$ cat config.mk
export PLATFORM = sky130hd
export DESIGN_NAME = csr_exec_unit
export DESIGN_NICKNAME = d
export VERILOG_FILES = /design/src/rtl/csr_pkg.sv /design/src/rtl/csr_decode.sv /design/src/rtl/csr_alu.sv /design/src/rtl/csr_regfile.sv /design/src/rtl/csr_exec_unit.sv
export SDC_FILE = /design/constraint.sdc
export NUM_CORES = 1
export LEC_CHECK = 0
export BUFFER_PORTS_ARGS = -buffer_cell sky130_fd_sc_hd__buf_4
export CAP_MARGIN = 40
export CORE_MARGIN = 2
export CORE_UTILIZATION = 50
export CTS_CLUSTER_SIZE = 28
export DETAILED_ROUTE_END_ITERATION = 16
export PLACE_DENSITY = 0.72
export SLEW_MARGIN = 5
export SYNTH_ARGS = -nofsm -noshare
export SYNTH_HDL_FRONTEND = slang
export SYNTH_SLANG_ARGS = --single-unit
$ cat constraint.sdc
create_clock -name clk -period 2.4 [get_ports clk]
set_input_delay 0.24 -clock clk [delete_from_list [all_inputs] [get_ports clk]]
set_output_delay 0.24 -clock clk [all_outputs]
set_load 0.01 [all_outputs]
$ cat src/rtl/csr_pkg.sv
package csr_pkg;

    localparam logic [6:0] OPC_SYSTEM = 7'b1110011;

    typedef enum logic [1:0] {
        OP_NONE  = 2'b00,
        OP_SWAP  = 2'b01,
        OP_SET   = 2'b10,
        OP_CLEAR = 2'b11
    } csr_op_e;

    typedef struct packed {
        csr_op_e     op;
        logic        use_imm;
        logic [11:0] addr;
        logic [4:0]  src_field;
        logic [4:0]  dst;
    } csr_req_t;

    typedef enum logic {
        ST_IDLE = 1'b0,
        ST_EXEC = 1'b1
    } exec_state_e;

endpackage

$ cat src/rtl/csr_decode.sv
module csr_decode
    import csr_pkg::*;
(
    input  logic [31:0] instr,
    output logic        is_csr,
    output csr_req_t    req
);
    logic [2:0] funct3;
    logic [6:0] opcode;

    always_comb begin
        opcode        = instr[6:0];
        funct3        = instr[14:12];
        req.addr      = instr[31:20];
        req.src_field = instr[19:15];
        req.dst       = instr[11:7];
        req.use_imm   = funct3[2];
        unique case (funct3[1:0])
            2'b01:   req.op = OP_SWAP;
            2'b10:   req.op = OP_SET;
            2'b11:   req.op = OP_CLEAR;
            default: req.op = OP_NONE;
        endcase
        is_csr = (opcode == OPC_SYSTEM) && (funct3[1:0] != 2'b00);
    end
endmodule

$ cat src/rtl/csr_alu.sv
module csr_alu
    import csr_pkg::*;
#(
    parameter int XLEN = 32
) (
    input  csr_op_e          op,
    input  logic [XLEN-1:0]  old_val,
    input  logic [XLEN-1:0]  operand,
    output logic [XLEN-1:0]  new_val
);
    always_comb begin
        unique case (op)
            OP_SWAP:  new_val = operand;
            OP_SET:   new_val = old_val | operand;
            OP_CLEAR: new_val = old_val & ~operand;
            default:  new_val = old_val;
        endcase
    end

    // operand bits end up all set or all cleared
    always_comb begin
        if (op == OP_SET)
            a_r5_set_bits: assert ((new_val & operand) == operand);
        if (op == OP_CLEAR)
            a_r6_clear_bits: assert ((new_val & operand) == '0);
    end
endmodule

$ cat src/rtl/csr_regfile.sv
module csr_regfile #(
    parameter int          XLEN    = 32,
    parameter int          NUM_RW  = 4,
    parameter logic [11:0] RW_BASE = 12'h340,
    parameter int          NUM_RO  = 2,
    parameter logic [11:0] RO_BASE = 12'hC00,
    parameter logic [31:0] RO_SEED = 32'h5A5A_0000
) (
    input  logic             clk,
    input  logic             rst_n,
    input  logic [11:0]      addr,
    input  logic             rd_en,
    output logic [XLEN-1:0]  rdata,
    output logic             hit,
    input  logic             wr_en,
    input  logic [XLEN-1:0]  wdata
);
    logic [NUM_RW-1:0]     rw_match;
    logic [NUM_RO-1:0]     ro_match;
    logic [XLEN-1:0]       rw_q   [NUM_RW];
    logic [XLEN-1:0]       ro_val [NUM_RO];

    for (genvar gi = 0; gi < NUM_RW; gi++) begin : g_rw
        assign rw_match[gi] = (addr == RW_BASE + 12'(gi));
        always_ff @(posedge clk or negedge rst_n) begin
            if (!rst_n)
                rw_q[gi] <= '0;
            else if (wr_en && rw_match[gi])
                rw_q[gi] <= wdata;
        end
    end

    for (genvar gj = 0; gj < NUM_RO; gj++) begin : g_ro
        assign ro_match[gj] = (addr == RO_BASE + 12'(gj));
        assign ro_val[gj]   = XLEN'(RO_SEED + 32'(gj));
    end

    always_comb begin
        rdata = '0;
        if (rd_en) begin
            for (int i = 0; i < NUM_RW; i++)
                if (rw_match[i]) rdata = rdata | rw_q[i];
            for (int j = 0; j < NUM_RO; j++)
                if (ro_match[j]) rdata = rdata | ro_val[j];
        end
        hit = (|rw_match) || (|ro_match);
    end

    // storage is only ever written at an implemented address
    a_r10_write_hits: assert property (@(posedge clk) disable iff (!rst_n)
        wr_en |-> hit);
    // no write ever reaches a read-only entry
    a_r11_no_ro_write: assert property (@(posedge clk) disable iff (!rst_n)
        wr_en |-> !(|ro_match));
endmodule

$ cat src/rtl/csr_exec_unit.sv
module csr_exec_unit
    import csr_pkg::*;
#(
    parameter int          XLEN    = 32,
    parameter int          NUM_RW  = 4,
    parameter logic [11:0] RW_BASE = 12'h340,
    parameter int          NUM_RO  = 2,
    parameter logic [11:0] RO_BASE = 12'hC00,
    parameter logic [31:0] RO_SEED = 32'h5A5A_0000
) (
    input  logic             clk,
    input  logic             rst_n,
    input  logic             instr_valid,
    input  logic [31:0]      instr,
    input  logic [XLEN-1:0]  rs1_value,
    output logic             instr_ready,
    output logic             done,
    output logic             illegal,
    output logic             rd_we,
    output logic [4:0]       rd_idx,
    output logic [XLEN-1:0]  rd_data
);
    localparam int IMM_PAD = XLEN - 5;

    exec_state_e      state_q, state_d;
    csr_req_t         dec_req, req_q;
    logic             dec_is_csr;
    logic             accept;
    logic [XLEN-1:0]  operand_q;
    logic [XLEN-1:0]  old_val, new_val;
    logic             do_read, do_write, hit, ro_addr, bad, csr_we;

    csr_decode u_decode (
        .instr  (instr),
        .is_csr (dec_is_csr),
        .req    (dec_req)
    );

    assign instr_ready = (state_q == ST_IDLE);
    assign accept      = instr_valid && instr_ready && dec_is_csr;

    // next-state logic
    always_comb begin
        state_d = state_q;
        unique case (state_q)
            ST_IDLE: if (accept) state_d = ST_EXEC;
            ST_EXEC: state_d = ST_IDLE;
            default: state_d = ST_IDLE;
        endcase
    end

    // state register
    always_ff @(posedge clk or negedge rst_n) begin
        if (!rst_n) state_q <= ST_IDLE;
        else        state_q <= state_d;
    end

    // request latch
    always_ff @(posedge clk or negedge rst_n) begin
        if (!rst_n) begin
            req_q     <= '0;
            operand_q <= '0;
        end else if (accept) begin
            req_q     <= dec_req;
            operand_q <= dec_req.use_imm ? {{IMM_PAD{1'b0}}, dec_req.src_field}
                                         : rs1_value;
        end
    end

    // access rules in the execute cycle
    always_comb begin
        do_read  = !((req_q.op == OP_SWAP) && (req_q.dst == 5'd0));
        do_write = (req_q.op == OP_SWAP) || (req_q.src_field != 5'd0);
        ro_addr  = (req_q.addr[11:10] == 2'b11);
        bad      = !hit || (do_write && ro_addr);
        csr_we   = (state_q == ST_EXEC) && do_write && !bad;
    end

    csr_regfile #(
        .XLEN    (XLEN),
        .NUM_RW  (NUM_RW),
        .RW_BASE (RW_BASE),
        .NUM_RO  (NUM_RO),
        .RO_BASE (RO_BASE),
        .RO_SEED (RO_SEED)
    ) u_regfile (
        .clk   (clk),
        .rst_n (rst_n),
        .addr  (req_q.addr),
        .rd_en ((state_q == ST_EXEC) && do_read),
        .rdata (old_val),
        .hit   (hit),
        .wr_en (csr_we),
        .wdata (new_val)
    );

    csr_alu #(.XLEN(XLEN)) u_alu (
        .op      (req_q.op),
        .old_val (old_val),
        .operand (operand_q),
        .new_val (new_val)
    );

    // output register
    always_ff @(posedge clk or negedge rst_n) begin
        if (!rst_n) begin
            done    <= 1'b0;
            illegal <= 1'b0;
            rd_we   <= 1'b0;
            rd_idx  <= '0;
            rd_data <= '0;
        end else begin
            unique case (state_q)
                ST_EXEC: begin
                    done    <= 1'b1;
                    illegal <= bad;
                    rd_we   <= !bad && (req_q.dst != 5'd0);
                    rd_idx  <= req_q.dst;
                    rd_data <= old_val;
                end
                default: begin
                    done    <= 1'b0;
                    illegal <= 1'b0;
                    rd_we   <= 1'b0;
                end
            endcase
        end
    end

    // response arrives two edges after acceptance
    a_r3_done_timing: assert property (@(posedge clk) disable iff (!rst_n)
        accept |-> ##2 done);
    // no new acceptance while executing
    a_r3_busy: assert property (@(posedge clk) disable iff (!rst_n)
        accept |=> !instr_ready);
    // x0 is never written
    a_r8_no_x0: assert property (@(posedge clk) disable iff (!rst_n)
        rd_we |-> (rd_idx != 5'd0));
    // illegal responses never write the destination
    a_r10_illegal_quiet: assert property (@(posedge clk) disable iff (!rst_n)
        illegal |-> (done && !rd_we));
    // zero source field on set/clear never writes storage
    a_r9_no_write: assert property (@(posedge clk) disable iff (!rst_n)
        ((state_q == ST_EXEC) && (req_q.op != OP_SWAP) && (req_q.src_field == 5'd0))
        |-> !csr_we);
endmodule

==> impl_metrics.csv, run 1 <==
group,metric,value,unit
timing,relSlewSlack,56.0,%
worst_setup_path,required,2790,ps
layout,multi_input_comb_area,4510,sq um
timing,finalCritPeriodShare,95.9,%
synthesis,yosys_register_bits,225,
floorplan,coreArea,20800,sq um
placement,dpl.hpwl,17300,um
worst_setup_path,endpoint_kind,"flip-flop",
synthesis,ys_warn_count,0,
detailed_routing,drtIter0Drc,777,
layout,layout.cell_area.non_filler,13300,sq um
worst_setup_path,startpoint_type,"flip-flop",
timing,holdWs,21.1,ps
layout,drive_above_1_share,17.9,%
power,power_leakage,6.24,nW
clock_network,clock_sinks,225,
floorplan,ios,108,
clock_network,cts_setup_buffers,0,
power,p_sw,0.00204,W
timing,hold_viol,0,
placement,dpl-instance-area,11900,sq um
timing,setup_viol,0,
run_status,outcome,"complete, no violations",
detailed_routing,dr.pass1.iters,5,
synthesis,synth-main-ff-cell,"dfrtp_1",
detailed_routing,wl_per_cell,18.5,um
synthesis,ys_seq_area_share,53.6,%
clock_network,clk_path_buf_depth,3,
power,seqPwrFrac,44.4,%
synthesis,synth_area,10500,sq um
timing,setup-tns-final,0,ps
timing,finClkSkew,13.8,ps
floorplan,row_count,53,
power,pwr-share-comb,9.7,%
timing,final_max_slew_viol_count,0,
timing,rsz0062_at_grt,"false",
floorplan,die_w,149,um
floorplan,start_util,50.5,%
timing,max_freq,435,MHz
layout,n_antenna_cell,0,
detailed_routing,drc,0,
global_routing,overflow,0,
synthesis,synth_edf_count,0,
synthesis,ys_types,50,
layout,num-nets-final,1286,
power,internal_power,0.00677,W
run,max_cap_viol_count,0,
placement,place.gp.congestion,0.832,
synthesis,synthArstFlopShare,100,%
clock_network,cts_made_buffers,24,
global_routing,grt_max_degree,84,
clock_network,clk_latency,520,ps
synthesis,syn_inst,1066,
clock_network,cts_tree,"yes",
power,ir_worst_vdd,454,uV
global_routing,track_usage,26.0,%
global_routing,antenna_found_initial,0,
power,totalPowerFinal,0.00881,W
timing,min_period,2300,ps
hold_path,min_from,"rs1_value[4]",
power,swShare,23.2,%
worst_setup_path,worstPathArrival,2690,ps
floorplan,die_area,22200,sq um
clock_network,root_buffer,"clkbuf_16",
global_routing,grt_pass1_vias,8798,
detailed_routing,ant_nets,0,
layout,utilization,64.0,%
hold_path,min_path_type,"input pin to flip-flop",
timing,tightestPinTransition,659,ps
detailed_routing,vias,8691,
clock_network,cts.htree.levels,1,
synthesis,syn_avg_cell_area,9.86,sq um
worst_setup_path,critPathLaunch,"req_q[15]",
layout,layout.area.seq,5630,sq um
worst_setup_path,critPathKind,"flip-flop to flip-flop",
clock_network,clkTransAtPathRegs,60,ps
layout,nFillCells,1669,
detailed_routing,via_per_inst,5.75,
detailed_routing,wirelength,28000,um
placement,port-buffer-count,107,
worst_setup_path,timing.rr.start,"req_q[15]",
power,pwr-share-clk,45.9,%
global_routing,grt_pass1_wl,46200,um
worst_setup_path,critPathMaxFanout,23,
layout,syn_to_final_growth,26.7,%
power,power_density,662,nW/um^2
synthesis,synth_nets,1133,
floorplan,die_h,149,um
-- per-layer routing --
| layer | GRT usage, % | vias to the layer above | share of wire, % |
|---|---|---|---|
| li1 | - | 4058 | - |
| met1 | 37.7 | 4288 | 45 |
| met2 | 41.3 | 312 | 47 |
| met3 | 4.53 | 33 | 6.6 |
| met4 | 5.76 | 0 | 1.2 |
| met5 | 0 | - | 0 |
-- worst max-delay path: stages, from the launching register on --
cell	delay, ps
dfrtp_1	390
or3_4	420
or3_4	460
or4_1	540
buf_12	190
nand2_1	80
o21ai_0	80
-- final timing paths --
kind                                  endpoint  slack (ps)  cells past startpoint
min in group asynchronous            rd_idx[4]         300                      2
min                               operand_q[4]          20                      3
min reg2reg                u_regfile.rw_q[106]         480                      2
max in group asynchronous  u_regfile.rw_q[105]        1300                      3
max reg2reg                 u_regfile.rw_q[31]         100                      6
max                         u_regfile.rw_q[31]         100                      6
-- kinds of logic after synthesis --
logic type             count (synthesis)  share of synthesized area [%]
AND/OR/NAND/NOR                      379                           16.5
AO/OA/AOI/OAI                        280                           17.8
XOR/XNOR                              25                           2.08
flip-flops                           225                           53.6
buffers and inverters                 92                           3.68
multiplexers                          65                           6.36
-- flip-flops by register name (all words and copies together) (netlist names) --
| signal | cells |
|---|---|
| rd_idx | 5 |
| illegal | 1 |
| operand_q | 32 |
| done | 1 |
| rd_we | 1 |
| u_regfile.rw_q | 128 |
| req_q | 24 |
| state_q | 1 |
| rd_data | 32 |
-- timing repair --
action	in CTS	in global routing
resized for setup	0	3
endpoints found under the setup margin	0	3
endpoints found under the hold margin	128	0
hold buffers	52	0
-- power by group through the flow --
stage	Clock [W]	Combinational (W)	Sequential, W
CTS	0.00411	0.000844	0.00391
finish	0.00405	0.000852	0.00391
detailed placement	0	0.000772	0.00398
global placement	0	0.000760	0.00398
global route	0.00428	0.000919	0.00392
floorplan	0	0.000410	0.00395
-- Yosys cell counts (23+ instances only) --
cell type | instances | area [sq um]
a21o_1 | 24 | 180
clkbuf_1 | 52 | 195
o21ai_1 | 34 | 170
nor2_1 | 55 | 206
nand2_1 | 252 | 946
o21ai_0 | 77 | 385
o31a_1 | 23 | 201
nand3b_1 | 27 | 203
a31oi_1 | 36 | 225
o2bb2ai_1 | 31 | 272
mux2i_1 | 51 | 510
dfrtp_1 | 225 | 5630
xnor2_1 | 24 | 210
-- layout make-up --
class	count	share of cell area, %
clock inverters	6	1.02
repair buffers	206	14.3
well taps	275	2.58
flip-flops and latches	225	42.3
multi-input cells	749	33.9
inverters	13	0.366
clock buffers	38	5.59
-- metrics by stage --
step | std cells | setup slack (ps)
after floorplan | 1066 | 140
after global placement | 1416 | 159
after detailed placement | 1416 | 120
after CTS | 1512 | 95.3
after global routing | 1512 | 5.63
final | 1512 | 99.4
-- placed cells by master (no fill, tap or decap), types with 2 or more instances in the layout --
cell type        n
dfrtp_1        224
clkbuf_8         7
xnor2_1         24
nor2_1          55
nor2b_1          2
nor4_4           3
o31a_1          23
inv_2            2
buf_12          17
or3_4            2
nor3_1           6
mux2_2          14
clkbuf_1         6
clkbuf_16       25
a21o_1          24
inv_1           11
buf_4          135
bufinv_16        4
a31oi_1         36
o21ai_1         36
o211ai_1         9
o21ai_0         75
a21oi_1          9
nand4_1          4
o22a_1          22
or4_1           14
nand2_1        252
nor3b_1          2
a22oi_1          9
nand3b_1        27
mux2i_1         51
o2bb2ai_1       31
dlygate4sd3_1   52
No activity file was read; power rests on OpenSTA's default activity.
==> inputs of run 2 (changes only) <==
--- a/config.mk
+++ b/config.mk
@@ -7,7 +7,7 @@
 export LEC_CHECK = 0
 export BUFFER_PORTS_ARGS = -buffer_cell sky130_fd_sc_hd__buf_4
 export CAP_MARGIN = 40
-export CORE_MARGIN = 2
+export CORE_MARGIN = 3
 export CORE_UTILIZATION = 50
 export CTS_CLUSTER_SIZE = 28
 export DETAILED_ROUTE_END_ITERATION = 16
==> run 2 against run 1 <==
Effect of this change: the run now ends with negative hold slack left; die area increased by 2.7%; worst hold slack got worse by 22 ps; clock skew increased by 4.6 ps; total power decreased by 2.7%; cell count decreased by 0.26%; critical path type unchanged; combinational power decreased by 2%; non-clock buffer count increased by 2; clock power decreased by 5.7%; worst setup slack improved by 3.0 ps; cell area decreased by 0.67%.
==> impl_metrics.csv, run 2 (same netlist as run 1, synthesis figures left out) <==
group,metric,value,unit
clock_network,cts_tree,"yes",
timing,min_period,2300,ps
worst_setup_path,critPathLaunch,"req_q[15]",
power,power_leakage,6.21,nW
power,power_density,648,nW/um^2
global_routing,overflow,0,
layout,n_antenna_cell,0,
clock_network,cts.htree.levels,1,
timing,max_freq,435,MHz
timing,finClkSkew,18.4,ps
worst_setup_path,rr_worst_depth,6,
detailed_routing,dr.pass1.iters,5,
worst_setup_path,worstSetupEndpoint,"u_regfile.rw_q[127]",
detailed_routing,ant_nets,0,
worst_setup_path,timing.rr.start,"req_q[15]",
clock_network,root_buffer,"clkbuf_16",
timing,setup-tns-final,0,ps
layout,num-nets-final,1288,
layout,nFillCells,1677,
detailed_routing,wirelength,28900,um
layout,max_flop_register,"u_regfile.rw_q",
layout,mostFrequentLayoutCell,"nand2_1",
timing,hold_viol,1,
floorplan,die_area,22800,sq um
timing,final_max_slew_viol_count,0,
timing,tightestPinTransition,619,ps
detailed_routing,drtIter0Drc,680,
detailed_routing,wl_per_cell,19.2,um
floorplan,start_util,51.4,%
detailed_routing,drc,0,
placement,dp_cells,1412,
placement,place.gp.congestion,0.811,
layout,largest_reg_flops,128,
floorplan,die_w,151,um
clock_network,cts_made_buffers,24,
run_status,violations,"negative hold slack",
global_routing,track_usage,25.6,%
timing,holdWs,-0.466,ps
worst_setup_path,critPathMaxFanout,23,
clock_network,clkTransAtPathRegs,60,ps
worst_setup_path,required,2790,ps
clock_network,clk_path_buf_depth,3,
run_status,outcome,"finished, violations left",
timing,setup_viol,0,
layout,stdcell_count,1508,
placement,dpl.hpwl,17300,um
timing,rsz0062_at_grt,"false",
worst_setup_path,worst_r2r_endpoint,"u_regfile.rw_q[127]",
run,max_cap_viol_count,0,
clock_network,clk_latency,520,ps
floorplan,coreArea,20400,sq um
detailed_routing,vias,8708,
worst_setup_path,endpoint_kind,"flip-flop",
hold_path,min_path_type,"input pin to flip-flop",
floorplan,die_h,151,um
layout,syn_to_final_growth,25.9,%
worst_setup_path,critPathKind,"flip-flop to flip-flop",
layout,most-common-layout-cells,"252 x nand2_1, 224 x dfrtp_1, 136 x buf_4, 76 x o21ai_0, 55 x nor2_1",
floorplan,ios,108,
clock_network,clock_sinks,225,
detailed_routing,via_per_inst,5.77,
global_routing,grt_pass1_vias,8646,
global_routing,antenna_found_initial,0,
placement,post-place-ws,84.3,ps
layout,utilization,64.7,%
timing,finalCritPeriodShare,95.7,%
worst_setup_path,startpoint_type,"flip-flop",
layout,drive_above_1_share,18.0,%
power,ir_worst_vdd,542,uV
timing,setup_ws,102,ps
worst_setup_path,worstPathArrival,2690,ps
floorplan,row_count,52,
clock_network,cts_setup_buffers,0,
layout,reg.largest.list,"u_regfile.rw_q (128), operand_q (32), rd_data (32)",
timing,relSlewSlack,58.7,%
worst_setup_path,r2r_slack,100,ps
global_routing,grt_max_degree,75,
placement,port-buffer-count,107,
global_routing,grt_pass1_wl,46400,um
[run 2: cell types whose count changed in the layout (fill, tap and decap cells not counted), sizes merged]
cell,delta
bufinv,-2
dlygate4sd3,-1
inv,-1
clkinv,+2
buf,+3
[run 2: routing by layer]
layer	vias up	routed length (um)	track usage, %
li1	4062	-	-
met1	4290	12900	37.6
met3	52	1860	3.68
met5	-	0	0
met2	304	13600	40.5
met4	0	596	5.98
[run 2: critical path: stages, from the launching register on]
cell     delay, ps
dfrtp_1        390
or3_4          420
or3_4          460
or4_1          510
buf_6          210
nand2_1        100
o21ai_0         70
[run 2: cell type report]
class                   count  area [sq um]  share of cell area [%]
inverters                  13          48.8                   0.369
well taps                 270           338                    2.55
repair buffers            208          1880                    14.2
clock inverters             5          75.1                   0.568
multi-input cells         749          4510                    34.1
flip-flops and latches    225          5630                    42.6
clock buffers              38           744                    5.63
[run 2: worst min path at each step]
| stage | from | end | slack [ps] | cells after the start |
|---|---|---|---|---|
| 2_1_floorplan | rst_n | done | -60 | 0 |
| 3_3_place_gp | rst_n | u_regfile.rw_q[74] | 260 | 1 |
| 3_5_place_dp | rst_n | u_regfile.rw_q[74] | 260 | 1 |
| 4_1_cts | rs1_value[7] | operand_q[7] | 5 | 3 |
| 5_1_grt | rs1_value[7] | operand_q[7] | 10 | 3 |
| 6_report | rs1_value[7] | operand_q[7] | -0.5 | 3 |
[run 2: timing repair]
| action | 4_1_cts | 5_1_grt |
|---|---|---|
| gates resized for setup | 0 | 9 |
| hold endpoints to repair | 120 | 0 |
| hold buffers | 51 | 0 |
| endpoints found under the setup margin | 0 | 32 |
[run 2: where the power goes]
part,internal (W),switching [W]
sequential,0.00385,0.0000709
clock,0.00233,0.00149
combinational,0.000359,0.000475
total,0.00654,0.00204
[run 2: through the flow]
stage	total power, W	instance area [sq um]	hold WS [ps]
finish	0.00858	13200	-0.466
global route	0.00885	13200	9.70
CTS	0.00861	13200	4.75
detailed placement	0.00475	11900	263
global placement	0.00473	11900	263
floorplan	0.00436	10500	-55.6
==> inputs of run 3 (changes only) <==
--- a/config.mk
+++ b/config.mk
@@ -7,11 +7,10 @@
 export LEC_CHECK = 0
 export BUFFER_PORTS_ARGS = -buffer_cell sky130_fd_sc_hd__buf_4
 export CAP_MARGIN = 40
-export CORE_MARGIN = 3
-export CORE_UTILIZATION = 50
+export CORE_MARGIN = 5
+export CORE_UTILIZATION = 35
 export CTS_CLUSTER_SIZE = 28
 export DETAILED_ROUTE_END_ITERATION = 16
-export PLACE_DENSITY = 0.72
 export SLEW_MARGIN = 5
 export SYNTH_ARGS = -nofsm -noshare
 export SYNTH_HDL_FRONTEND = slang
==> run 3 against run 2 <==
Effect of this change: the run now ends clean; wire length increased by 1.5%; critical path depth decreased by 3; sequential power about the same; first-iteration DRC count decreased by 27%; clock-buffer cell count decreased by 2; cell count increased by 8.0%; sequential share of layout area decreased by 0.76 points; critical endpoint is now instr_ready; largest cell class unchanged; highest routed layer unchanged.
==> impl_metrics.csv, run 3 (same netlist as run 1, synthesis figures left out) <==
group,metric,value,unit
layout,num-nets-final,1289,
worst_setup_path,endpoint_kind,"primary output",
layout,most-common-layout-cells,"252 x nand2_1, 224 x dfrtp_1, 134 x buf_4, 76 x o21ai_0, 55 x nor2_1",
placement,port-buffer-count,107,
detailed_routing,drc,0,
global_routing,overflow,0,
clock_network,clk_path_buf_depth,3,
timing,final_max_slew_viol_count,0,
global_routing,grt_pass1_vias,8756,
global_routing,track_usage,17.3,%
detailed_routing,via_per_inst,5.23,
detailed_routing,ant_nets,0,
power,power_density,651,nW/um^2
floorplan,die_area,33600,sq um
floorplan,die_w,183,um
detailed_routing,dr.pass1.iters,5,
timing,max_freq,432,MHz
run,max_cap_viol_count,0,
timing,finalCritPeriodShare,96.4,%
clock_network,clk_latency,520,ps
clock_network,root_buffer,"clkbuf_16",
timing,setup_viol,0,
worst_setup_path,timing.rr.start,"req_q[15]",
timing,setup_ws,87.4,ps
timing,hold_viol,0,
layout,n_antenna_cell,0,
timing,finClkSkew,12.3,ps
clock_network,clock_sinks,225,
layout,stdcell_count,1629,
floorplan,row_count,63,
hold_path,min_path_type,"input pin to flip-flop",
placement,dp_cells,1530,
timing,tightestPinTransition,668,ps
worst_setup_path,worstPathArrival,2070,ps
clock_network,clkTransAtPathRegs,60,ps
layout,utilization,45.4,%
detailed_routing,drtIter0Drc,494,
worst_setup_path,critPathKind,"flip-flop to primary output",
floorplan,ios,108,
worst_setup_path,critPathMaxFanout,49,
placement,dpl.hpwl,18700,um
layout,reg.largest.list,"u_regfile.rw_q (128), operand_q (32), rd_data (32)",
global_routing,antenna_found_initial,0,
global_routing,grt_pass1_wl,47900,um
timing,min_period,2310,ps
clock_network,cts_made_buffers,26,
placement,post-place-ws,107,ps
floorplan,start_util,35.5,%
layout,syn_to_final_growth,28.1,%
layout,max_flop_register,"u_regfile.rw_q",
detailed_routing,wl_per_cell,18.0,um
worst_setup_path,required,2160,ps
detailed_routing,wirelength,29300,um
timing,setup-tns-final,0,ps
layout,mostFrequentLayoutCell,"nand2_1",
power,ir_worst_vdd,534,uV
timing,relSlewSlack,55.4,%
power,power_leakage,6.24,nW
worst_setup_path,startpoint_type,"flip-flop",
run_status,outcome,"complete, no violations",
global_routing,grt_max_degree,68,
layout,drive_above_1_share,18.0,%
placement,place.gp.congestion,0.777,
floorplan,die_h,183,um
timing,rsz0062_at_grt,"false",
clock_network,cts_tree,"yes",
floorplan,coreArea,29600,sq um
layout,largest_reg_flops,128,
hold_path,min_from,"rs1_value[3]",
worst_setup_path,critPathLaunch,"state_q",
detailed_routing,vias,8513,
clock_network,cts.htree.levels,1,
[run 3: changes by cell type in the layout (fill, tap and decap cells not counted), sizes merged]
cell / before / now
buf: 157 / 154
clkinvlp: 0 / 1
dlygate4sd3: 51 / 53
clkbuf: 38 / 36
clkinv: 3 / 4
inv: 13 / 14
bufinv: 2 / 3
[run 3: path summary, 6_finish.rpt]
path | cells after the start | endpoint | slack [ps]
max reg2reg | 6 | u_regfile.rw_q[107] | 100
max in group asynchronous | 3 | u_regfile.rw_q[19] | 1460
min in group asynchronous | 2 | req_q[0] | 170
max | 3 | instr_ready | 90
min reg2reg | 2 | req_q[5] | 480
min | 3 | operand_q[3] | 20
[run 3: through the flow]
step | total power, W | instance area (sq um) | hold WS [ps]
3_3_place_gp | 0.00475 | 12000 | 125
4_1_cts | 0.00885 | 13400 | 11.2
2_1_floorplan | 0.00436 | 10500 | -55.6
6_report | 0.00876 | 13500 | 25.0
3_5_place_dp | 0.00476 | 12000 | 129
5_1_grt | 0.00909 | 13500 | 44.1
[run 3: area by class of cell]
type	instances	area [sq um]
clock buffer	36	739
tap	390	488
clock inverter	9	130
inverter	13	48.8
multi-input combinational	749	4520
fill	2883	16200
sequential	225	5630
timing repair buffer	207	1910
[run 3: power breakdown]
group | switching, W | internal, W | leakage [nW]
Clock | 0.00153 | 0.00246 | 0.424
Combinational | 0.000495 | 0.000365 | 2.70
Sequential | 0.0000534 | 0.00385 | 3.12
[run 3: critical path, stage by stage (launching register included)]
cell and delay, ps:
dfrtp_1 460, inv_2 240, buf_4 590, buf_4 240
[run 3: timing repair]
item	4_1_cts	5_1_grt
resized for setup	0	4
hold buffers	53	0
endpoints found under the hold margin	213	0
endpoints found under the setup margin	0	10
buffers inserted	0	1
[run 3: per-layer routing]
metal,global-route usage (%),up-vias,routed length (um)
met5,0,-,0
met4,3.61,0,440
met3,3.11,36,1660
met2,27.5,210,13300
met1,25.0,4206,13900
li1,-,4061,-
